[config.mk]
export PLATFORM = sky130hd
export DESIGN_NAME = tlbm_ctrl
export DESIGN_NICKNAME = d
export VERILOG_FILES = /design/src/rtl/tlbm_pkg.sv /design/src/rtl/tlbm_index.sv /design/src/rtl/tlbm_store.sv /design/src/rtl/tlbm_regs.sv /design/src/rtl/tlbm_ctrl.sv
export SDC_FILE = /design/constraint.sdc
export NUM_CORES = 2
export LEC_CHECK = 0
export BUFFER_PORTS_ARGS = -buffer_cell sky130_fd_sc_hd__buf_4
export CAP_MARGIN = 10
export CORE_MARGIN = 2
export CORE_UTILIZATION = 65
export CTS_BUF_LIST = sky130_fd_sc_hd__clkbuf_8
export CTS_CLUSTER_DIAMETER = 100
export CTS_CLUSTER_SIZE = 8
export DETAILED_ROUTE_END_ITERATION = 10
export PLACE_DENSITY = 0.92
export SLEW_MARGIN = 20
export SYNTH_ARGS = -nofsm -noshare
export SYNTH_HDL_FRONTEND = slang
export SYNTH_SLANG_ARGS = --single-unit
[constraint.sdc]
create_clock -name clk_i -period 2.65 [get_ports clk_i]
set_input_delay 0 -clock clk_i [delete_from_list [all_inputs] [get_ports clk_i]]
set_output_delay 0 -clock clk_i [all_outputs]
set_load 0.05 [all_outputs]
[src/rtl/tlbm_pkg.sv]
package tlbm_pkg;
  typedef enum logic [1:0] {
    SEL_ACC  = 2'd0,
    SEL_MISC = 2'd1,
    SEL_ADDR = 2'd2,
    SEL_NONE = 2'd3
  } reg_sel_e;

  localparam int REG_W        = 32;
  localparam int DATA_W       = 24;
  localparam int VPN_W        = 20;
  localparam int VPN_LSB      = 2;
  localparam int ACC_G        = 24;
  localparam int MISC_WE      = 16;
  localparam int MISC_RD      = 17;
  localparam int MISC_WAY_LSB = 24;
  localparam logic [REG_W-1:0] ACC_IG_MASK = 32'hFE00_0000;
  localparam logic [VPN_W-1:0] VALID_LIMIT = 20'hC0000;
endpackage

[src/rtl/tlbm_index.sv]
module tlbm_index #(
  parameter int NUM_WAYS = 4,
  localparam int WAY_W   = $clog2(NUM_WAYS),
  localparam int IDX_W   = 2 * WAY_W
) (
  input  logic [WAY_W-1:0] way_i,
  input  logic [WAY_W-1:0] vpn_lo_i,
  output logic [IDX_W-1:0] idx_o
);
  // way * ways + (vpn & (ways-1))
  assign idx_o = IDX_W'(way_i) * IDX_W'(NUM_WAYS) + IDX_W'(vpn_lo_i);
endmodule

[src/rtl/tlbm_store.sv]
module tlbm_store #(
  parameter int N_ENT  = 16,
  parameter int IDX_W  = 4,
  parameter int TAG_W  = 30,
  parameter int DATA_W = 24,
  parameter int PID_W  = 8
) (
  input  logic              clk_i,
  input  logic              rst_ni,
  input  logic              we_i,
  input  logic [IDX_W-1:0]  widx_i,
  input  logic [TAG_W-1:0]  wtag_i,
  input  logic [DATA_W-1:0] wdata_i,
  input  logic [IDX_W-1:0]  ridx_i,
  output logic [TAG_W-1:0]  rtag_o,
  output logic [DATA_W-1:0] rdata_o,
  input  logic [IDX_W-1:0]  lidx_i,
  output logic [TAG_W-1:0]  ltag_o,
  output logic [DATA_W-1:0] ldata_o
);
  logic [TAG_W-1:0]  tag_q  [N_ENT];
  logic [DATA_W-1:0] data_q [N_ENT];

  for (genvar e = 0; e < N_ENT; e++) begin : g_ent
    always_ff @(posedge clk_i or negedge rst_ni) begin
      if (!rst_ni) begin
        tag_q[e]  <= '0;
        data_q[e] <= '0;
      end else if (we_i && (widx_i == IDX_W'(e))) begin
        tag_q[e]  <= wtag_i;
        data_q[e] <= wdata_i;
      end
    end
  end

  assign rtag_o  = tag_q[ridx_i];
  assign rdata_o = data_q[ridx_i];
  assign ltag_o  = tag_q[lidx_i];
  assign ldata_o = data_q[lidx_i];

  AST_ENTRY_WRITE: assert property (@(posedge clk_i) disable iff (!rst_ni)
    we_i |=> (tag_q[$past(widx_i)] == $past(wtag_i)) && (data_q[$past(widx_i)] == $past(wdata_i)));
  AST_VALID_RULE: assert property (@(posedge clk_i) disable iff (!rst_ni)
    we_i |-> (wtag_i[PID_W] == (wtag_i[TAG_W-1 -: 20] < 20'hC0000)));
endmodule

[src/rtl/tlbm_regs.sv]
module tlbm_regs
  import tlbm_pkg::*;
#(
  parameter int NUM_WAYS = 4,
  parameter int PID_W    = 8,
  localparam int WAY_W   = $clog2(NUM_WAYS),
  localparam int IDX_W   = 2 * WAY_W,
  localparam int TAG_W   = VPN_W + 2 + PID_W
) (
  input  logic              clk_i,
  input  logic              rst_ni,
  input  logic              wr_en_i,
  input  logic [1:0]        wr_sel_i,
  input  logic [REG_W-1:0]  wr_data_i,
  input  logic [1:0]        rd_sel_i,
  output logic [REG_W-1:0]  rd_data_o,
  output logic              ent_we_o,
  output logic [IDX_W-1:0]  ent_widx_o,
  output logic [TAG_W-1:0]  ent_wtag_o,
  output logic [DATA_W-1:0] ent_wdata_o,
  output logic [IDX_W-1:0]  ent_ridx_o,
  input  logic [TAG_W-1:0]  ent_rtag_i,
  input  logic [DATA_W-1:0] ent_rdata_i
);
  logic [REG_W-1:0] acc_rb_q, misc_rb_q, addr_rb_q;
  logic [PID_W-1:0] wr_pid_q;
  logic [VPN_W-1:0] wr_vpn_q;

  logic wr_acc, wr_misc, wr_addr, rd_req;
  logic [WAY_W-1:0] cur_way, rd_way;
  logic             new_valid;
  logic [PID_W-1:0] rd_pid;
  logic [VPN_W-1:0] rd_vpn;
  logic             rd_g;
  logic             unused_rd_valid;

  assign wr_acc  = wr_en_i && (wr_sel_i == SEL_ACC);
  assign wr_misc = wr_en_i && (wr_sel_i == SEL_MISC);
  assign wr_addr = wr_en_i && (wr_sel_i == SEL_ADDR);
  assign rd_req  = wr_misc && wr_data_i[MISC_RD];

  assign cur_way = misc_rb_q[MISC_WAY_LSB +: WAY_W];
  assign rd_way  = wr_data_i[MISC_WAY_LSB +: WAY_W];

  // entry write path
  tlbm_index #(.NUM_WAYS(NUM_WAYS)) i_widx (
    .way_i    (cur_way),
    .vpn_lo_i (wr_vpn_q[WAY_W-1:0]),
    .idx_o    (ent_widx_o)
  );

  // entry read-back path
  tlbm_index #(.NUM_WAYS(NUM_WAYS)) i_ridx (
    .way_i    (rd_way),
    .vpn_lo_i (wr_vpn_q[WAY_W-1:0]),
    .idx_o    (ent_ridx_o)
  );

  assign new_valid   = (wr_vpn_q < VALID_LIMIT);
  assign ent_we_o    = wr_acc && misc_rb_q[MISC_WE];
  assign ent_wtag_o  = {wr_vpn_q, wr_data_i[ACC_G], new_valid, wr_pid_q};
  assign ent_wdata_o = wr_data_i[DATA_W-1:0];

  assign rd_pid          = ent_rtag_i[PID_W-1:0];
  assign unused_rd_valid = ent_rtag_i[PID_W];
  assign rd_g            = ent_rtag_i[PID_W+1];
  assign rd_vpn          = ent_rtag_i[TAG_W-1 -: VPN_W];

  always_ff @(posedge clk_i or negedge rst_ni) begin
    if (!rst_ni) begin
      acc_rb_q  <= '0;
      misc_rb_q <= '0;
      addr_rb_q <= '0;
      wr_pid_q  <= '0;
      wr_vpn_q  <= '0;
    end else if (wr_acc) begin
      if (misc_rb_q[MISC_WE]) begin
        misc_rb_q[MISC_WAY_LSB +: WAY_W] <= cur_way + WAY_W'(1);
      end
    end else if (wr_misc) begin
      wr_pid_q <= wr_data_i[PID_W-1:0];
      if (rd_req) begin
        acc_rb_q  <= (acc_rb_q & ACC_IG_MASK) | REG_W'(ent_rdata_i)
                   | (REG_W'(rd_g) << ACC_G);
        misc_rb_q <= {wr_data_i[REG_W-1:PID_W], rd_pid};
        addr_rb_q[VPN_LSB +: VPN_W] <= rd_vpn;
      end else begin
        misc_rb_q <= wr_data_i;
      end
    end else if (wr_addr) begin
      wr_vpn_q  <= wr_data_i[VPN_LSB +: VPN_W];
      addr_rb_q <= {wr_data_i[REG_W-1:VPN_LSB+VPN_W],
                    addr_rb_q[VPN_LSB +: VPN_W],
                    wr_data_i[VPN_LSB-1:0]};
    end
  end

  always_comb begin
    unique case (rd_sel_i)
      SEL_ACC:  rd_data_o = acc_rb_q;
      SEL_MISC: rd_data_o = misc_rb_q;
      SEL_ADDR: rd_data_o = addr_rb_q;
      default:  rd_data_o = '0;
    endcase
  end

  AST_ACC_RB_HOLD: assert property (@(posedge clk_i) disable iff (!rst_ni)
    wr_acc |=> $stable(acc_rb_q));
  AST_WAY_STEP: assert property (@(posedge clk_i) disable iff (!rst_ni)
    ent_we_o |=> (cur_way == WAY_W'($past(cur_way) + WAY_W'(1))));
  AST_WAY_HOLD: assert property (@(posedge clk_i) disable iff (!rst_ni)
    (wr_acc && !misc_rb_q[MISC_WE]) |=> $stable(misc_rb_q));
  AST_MISC_PLAIN: assert property (@(posedge clk_i) disable iff (!rst_ni)
    (wr_misc && !wr_data_i[MISC_RD]) |=> (misc_rb_q == $past(wr_data_i)));
  AST_ADDR_VPN_HOLD: assert property (@(posedge clk_i) disable iff (!rst_ni)
    wr_addr |=> $stable(addr_rb_q[VPN_LSB +: VPN_W]));
  AST_NONE_IGNORED: assert property (@(posedge clk_i) disable iff (!rst_ni)
    (wr_en_i && (wr_sel_i == SEL_NONE)) |=> ($stable(acc_rb_q) && $stable(misc_rb_q) && $stable(addr_rb_q)));
endmodule

[src/rtl/tlbm_ctrl.sv]
module tlbm_ctrl
  import tlbm_pkg::*;
#(
  parameter int NUM_WAYS = 4,
  parameter int PID_W    = 8,
  localparam int WAY_W   = $clog2(NUM_WAYS),
  localparam int IDX_W   = 2 * WAY_W,
  localparam int N_ENT   = NUM_WAYS * NUM_WAYS,
  localparam int TAG_W   = VPN_W + 2 + PID_W
) (
  input  logic              clk_i,
  input  logic              rst_ni,
  input  logic              wr_en_i,
  input  logic [1:0]        wr_sel_i,
  input  logic [31:0]       wr_data_i,
  input  logic [1:0]        rd_sel_i,
  output logic [31:0]       rd_data_o,
  input  logic [IDX_W-1:0]  lk_idx_i,
  output logic [TAG_W-1:0]  lk_tag_o,
  output logic [DATA_W-1:0] lk_data_o
);
  logic              ent_we;
  logic [IDX_W-1:0]  ent_widx, ent_ridx;
  logic [TAG_W-1:0]  ent_wtag, ent_rtag;
  logic [DATA_W-1:0] ent_wdata, ent_rdata;

  tlbm_regs #(.NUM_WAYS(NUM_WAYS), .PID_W(PID_W)) i_regs (
    .clk_i       (clk_i),
    .rst_ni      (rst_ni),
    .wr_en_i     (wr_en_i),
    .wr_sel_i    (wr_sel_i),
    .wr_data_i   (wr_data_i),
    .rd_sel_i    (rd_sel_i),
    .rd_data_o   (rd_data_o),
    .ent_we_o    (ent_we),
    .ent_widx_o  (ent_widx),
    .ent_wtag_o  (ent_wtag),
    .ent_wdata_o (ent_wdata),
    .ent_ridx_o  (ent_ridx),
    .ent_rtag_i  (ent_rtag),
    .ent_rdata_i (ent_rdata)
  );

  tlbm_store #(
    .N_ENT(N_ENT), .IDX_W(IDX_W), .TAG_W(TAG_W), .DATA_W(DATA_W), .PID_W(PID_W)
  ) i_store (
    .clk_i   (clk_i),
    .rst_ni  (rst_ni),
    .we_i    (ent_we),
    .widx_i  (ent_widx),
    .wtag_i  (ent_wtag),
    .wdata_i (ent_wdata),
    .ridx_i  (ent_ridx),
    .rtag_o  (ent_rtag),
    .rdata_o (ent_rdata),
    .lidx_i  (lk_idx_i),
    .ltag_o  (lk_tag_o),
    .ldata_o (lk_data_o)
  );
endmodule

==> results.yml <==
outcome:
  status: "complete, but fails checks"
  violations: "setup timing"
detailed_routing:
  route.detailed.drc: 0
  routed_via_density: 7.42
  avgRoutedWirePerCell_um: 33.3
  final_antenna_net_count: 0
  routed_wl_mm: 145
  vias: 32400
  drtIter0Drc: 4142
  first_pass_iters: 7
worst_setup_path:
  critPathSlowestCell: "mux4_2"
  crit_chain: "mux4_2 > mux4_2 > buf_4"
  critPathMaxStageDelay_ps: 580
  arrival_ps: 2660
  critical_path_required_ps: 2650
  ff2ff_setup_slack_ps: 140
  path_max_fanout: 4
  timing_worst_setup_path_type: "flop to output pin"
  end_kind: "output pin"
  startpoint_type: "flop"
  cp_common_cell: "mux4_2"
clocking:
  numCtsBuffers: 140
  cts_sinks: 981
  root_buffer: "clkbuf_8"
  clockBufferDepth: 3
  path_clk_slew_ps: 70
  cts_setup_buffers: 0
  htreeDepth: 4
  cts_tree: "yes"
  clk_latency_ps: 830
layout:
  layout_common_cells: "dfrtp_1, mux2_2, mux4_2, buf_4, nand2_1"
  regArea_sq_mm: 0.0246
  multi_input_area_sq_mm: 0.0242
  drive_gt1_share_pct: 52.2
  nets: 3360
  final_common_cell: "dfrtp_1"
  syn2layout_area_growth_pct: 10.3
  final.fill_count: 4187
  fin_cells: 4358
placement:
  place_hpwl_mm: 88.9
  io_buffer_count: 128
  dpl.cell_count: 4141
  place_congestion: 0.885
logic_synthesis:
  synth-seq-cells: 981
  yosysWarnings: 0
  netlist_area_sq_mm: 0.0503
  ys_types: 39
  synth_ff_type: "dfrtp_1"
  avgSynthCellArea_sq_um: 15.9
  synthCells: 3162
  ys_seq_area_share_pct: 48.8
  async_flop_share_pct: 100
  synth_nets: 3209
  synth_edf_count: 0
timing:
  setup_viol: 1
  maxSlewViolCount: 0
  worstMarginPinSlew_ps: 1150
  period_minus_slack_ps: 2660
  max_slew_margin_pct: 22.8
  hold_violations: 0
  fmaxAchievable_ghz: 0.375
  post-route-period-util_pct: 101
  finClkSkew_ps: 46.3
  setup_ws_ps: -13.7
floorplan:
  rows: 101
  die_height_um: 282
  die-area_sq_mm: 0.0796
  dieWidth_um: 282
  ios: 129
  coreArea_sq_mm: 0.0762
  initial_utilization_pct: 66.0
grt:
  grt_max_degree: 124
  busiest_layer: "met2"
  use_met2_pct: 57.7
  grtUsageMet3_pct: 11.6
  globalRouteTotalUtil_pct: 37.7
  antenna_found_initial: 8
  grt_pass1_vias: 35200
  use_met1_pct: 47.2
  grt.overflow.total: 0
  grt_pass1_wl_mm: 220
pwr:
  p_per_area_mw_per_mm2: 688
  total_power_mw: 38.1
  leakagePower_nw: 26.0
  ir_drop_mv: 0.493
min_path:
  hp-class: "input port to flop"
flow_run:
  cap_violations: 0
==> per-stage QoR <==
step / hold WS (ps) / area [sq um] / setup TNS [ps] / utilization [%] / setup WS (ps)
floorplan: -296 / 50300 / 0 / - / 606
global placement: 24.7 / 52800 / 0 / 69.2 / 328
detailed placement: 50.6 / 52800 / 0 / 69.2 / 219
CTS: 21.6 / 55400 / 0 / 72.7 / 14.4
global route: 88.2 / 55400 / -52.6 / 72.8 / -52.6
finish: 55.9 / 55400 / -13.7 / 72.8 / -13.7
==> timing repair <==
action                                   CTS  global route
endpoints found under the setup margin     0             2
hold endpoints to repair                1441             0
hold buffers                              60             0
gates resized for setup                    0             3
==> flip-flops by register name, summed over array words and instances (netlist names) <==
name / flops
i_regs.acc_rb_q: 25
i_regs.addr_rb_q: 32
i_store.data_q: 384
i_store.tag_q: 480
i_regs.wr_vpn_q: 20
i_regs.misc_rb_q: 32
i_regs.wr_pid_q: 8
==> worst paths after layout <==
check | start | end | cells past startpoint
worst min register to register | i_regs.addr_rb_q[10] | i_regs.addr_rb_q[10] | 2
worst max-delay path | i_store.data_q[219] | lk_data_o[3] | 3
min in group asynchronous | rst_ni | i_store.tag_q[408] | 4
worst max register to register | i_regs.wr_vpn_q[1] | i_store.tag_q[393] | 4
worst min-delay path | wr_data_i[31] | i_regs.addr_rb_q[31] | 3
max in group asynchronous | rst_ni | i_store.data_q[331] | 4
==> power breakdown <==
group | internal (mW) | switching, mW | total [mW]
clock network | 4.81 | 5.54 | 10.4
registers | 17.1 | 2.12 | 19.2
logic | 4.51 | 4.04 | 8.55
==> cell type report <==
cell class              instances  share of cell area, %
flip-flops and latches        981                   44.3
multi-input cells            1870                   43.6
repair buffers                315                   6.03
clock buffers                 143                   3.55
well taps                    1030                   2.32
clock inverters                10                  0.126
inverters                       5                 0.0339
diodes                          4                 0.0181
==> layer usage <==
| metal | share of wire (%) | routed length [um] |
|---|---|---|
| met3 | 12 | 17700 |
| met1 | 33 | 48600 |
| met5 | 0.019 | 28 |
| met2 | 48 | 69000 |
| met4 | 6.7 | 9770 |
==> cells by family (layout without fill, tap and decap cells) <==
kind of cell | after synthesis | count (layout) | share of synthesized area [%]
adder cells (fa/ha/maj) | 4 | 4 | 0.0995
flip-flops | 981 | 981 | 48.8
AO/OA/AOI/OAI | 128 | 128 | 1.50
multiplexers | 1485 | 1485 | 43.8
buffers and inverters | 311 | 473 | 3.18
AND/OR/NAND/NOR | 253 | 253 | 2.62
other | 0 | 4 | 0
==> cells in the mapped netlist, types with 6 or more instances <==
cell type,instances,area [sq um]
mux2i_1,115,1150
o221ai_1,6,52.6
nand2b_1,16,100
nand3_4,10,175
o21ai_0,82,410
buf_6,26,293
a22o_1,7,61.3
nand2_1,176,661
buf_1,28,105
and2_1,17,106
mux2_2,820,9230
nor2b_1,7,43.8
buf_4,17,128
buf_2,126,631
nor3b_1,8,60.1
clkbuf_1,106,398
dfrtp_1,981,24500
mux2_1,67,754
a211o_1,7,61.3
a21oi_1,9,45.0
mux4_2,483,10900
a22oi_1,14,105
==> worst max-delay path, delay by kind of cell (launching register included) <==
kind	cells	cell delay (ps)
flops	1	480
buf+inv	1	220
mux	2	1140
Power figures use the tool's default switching activity.
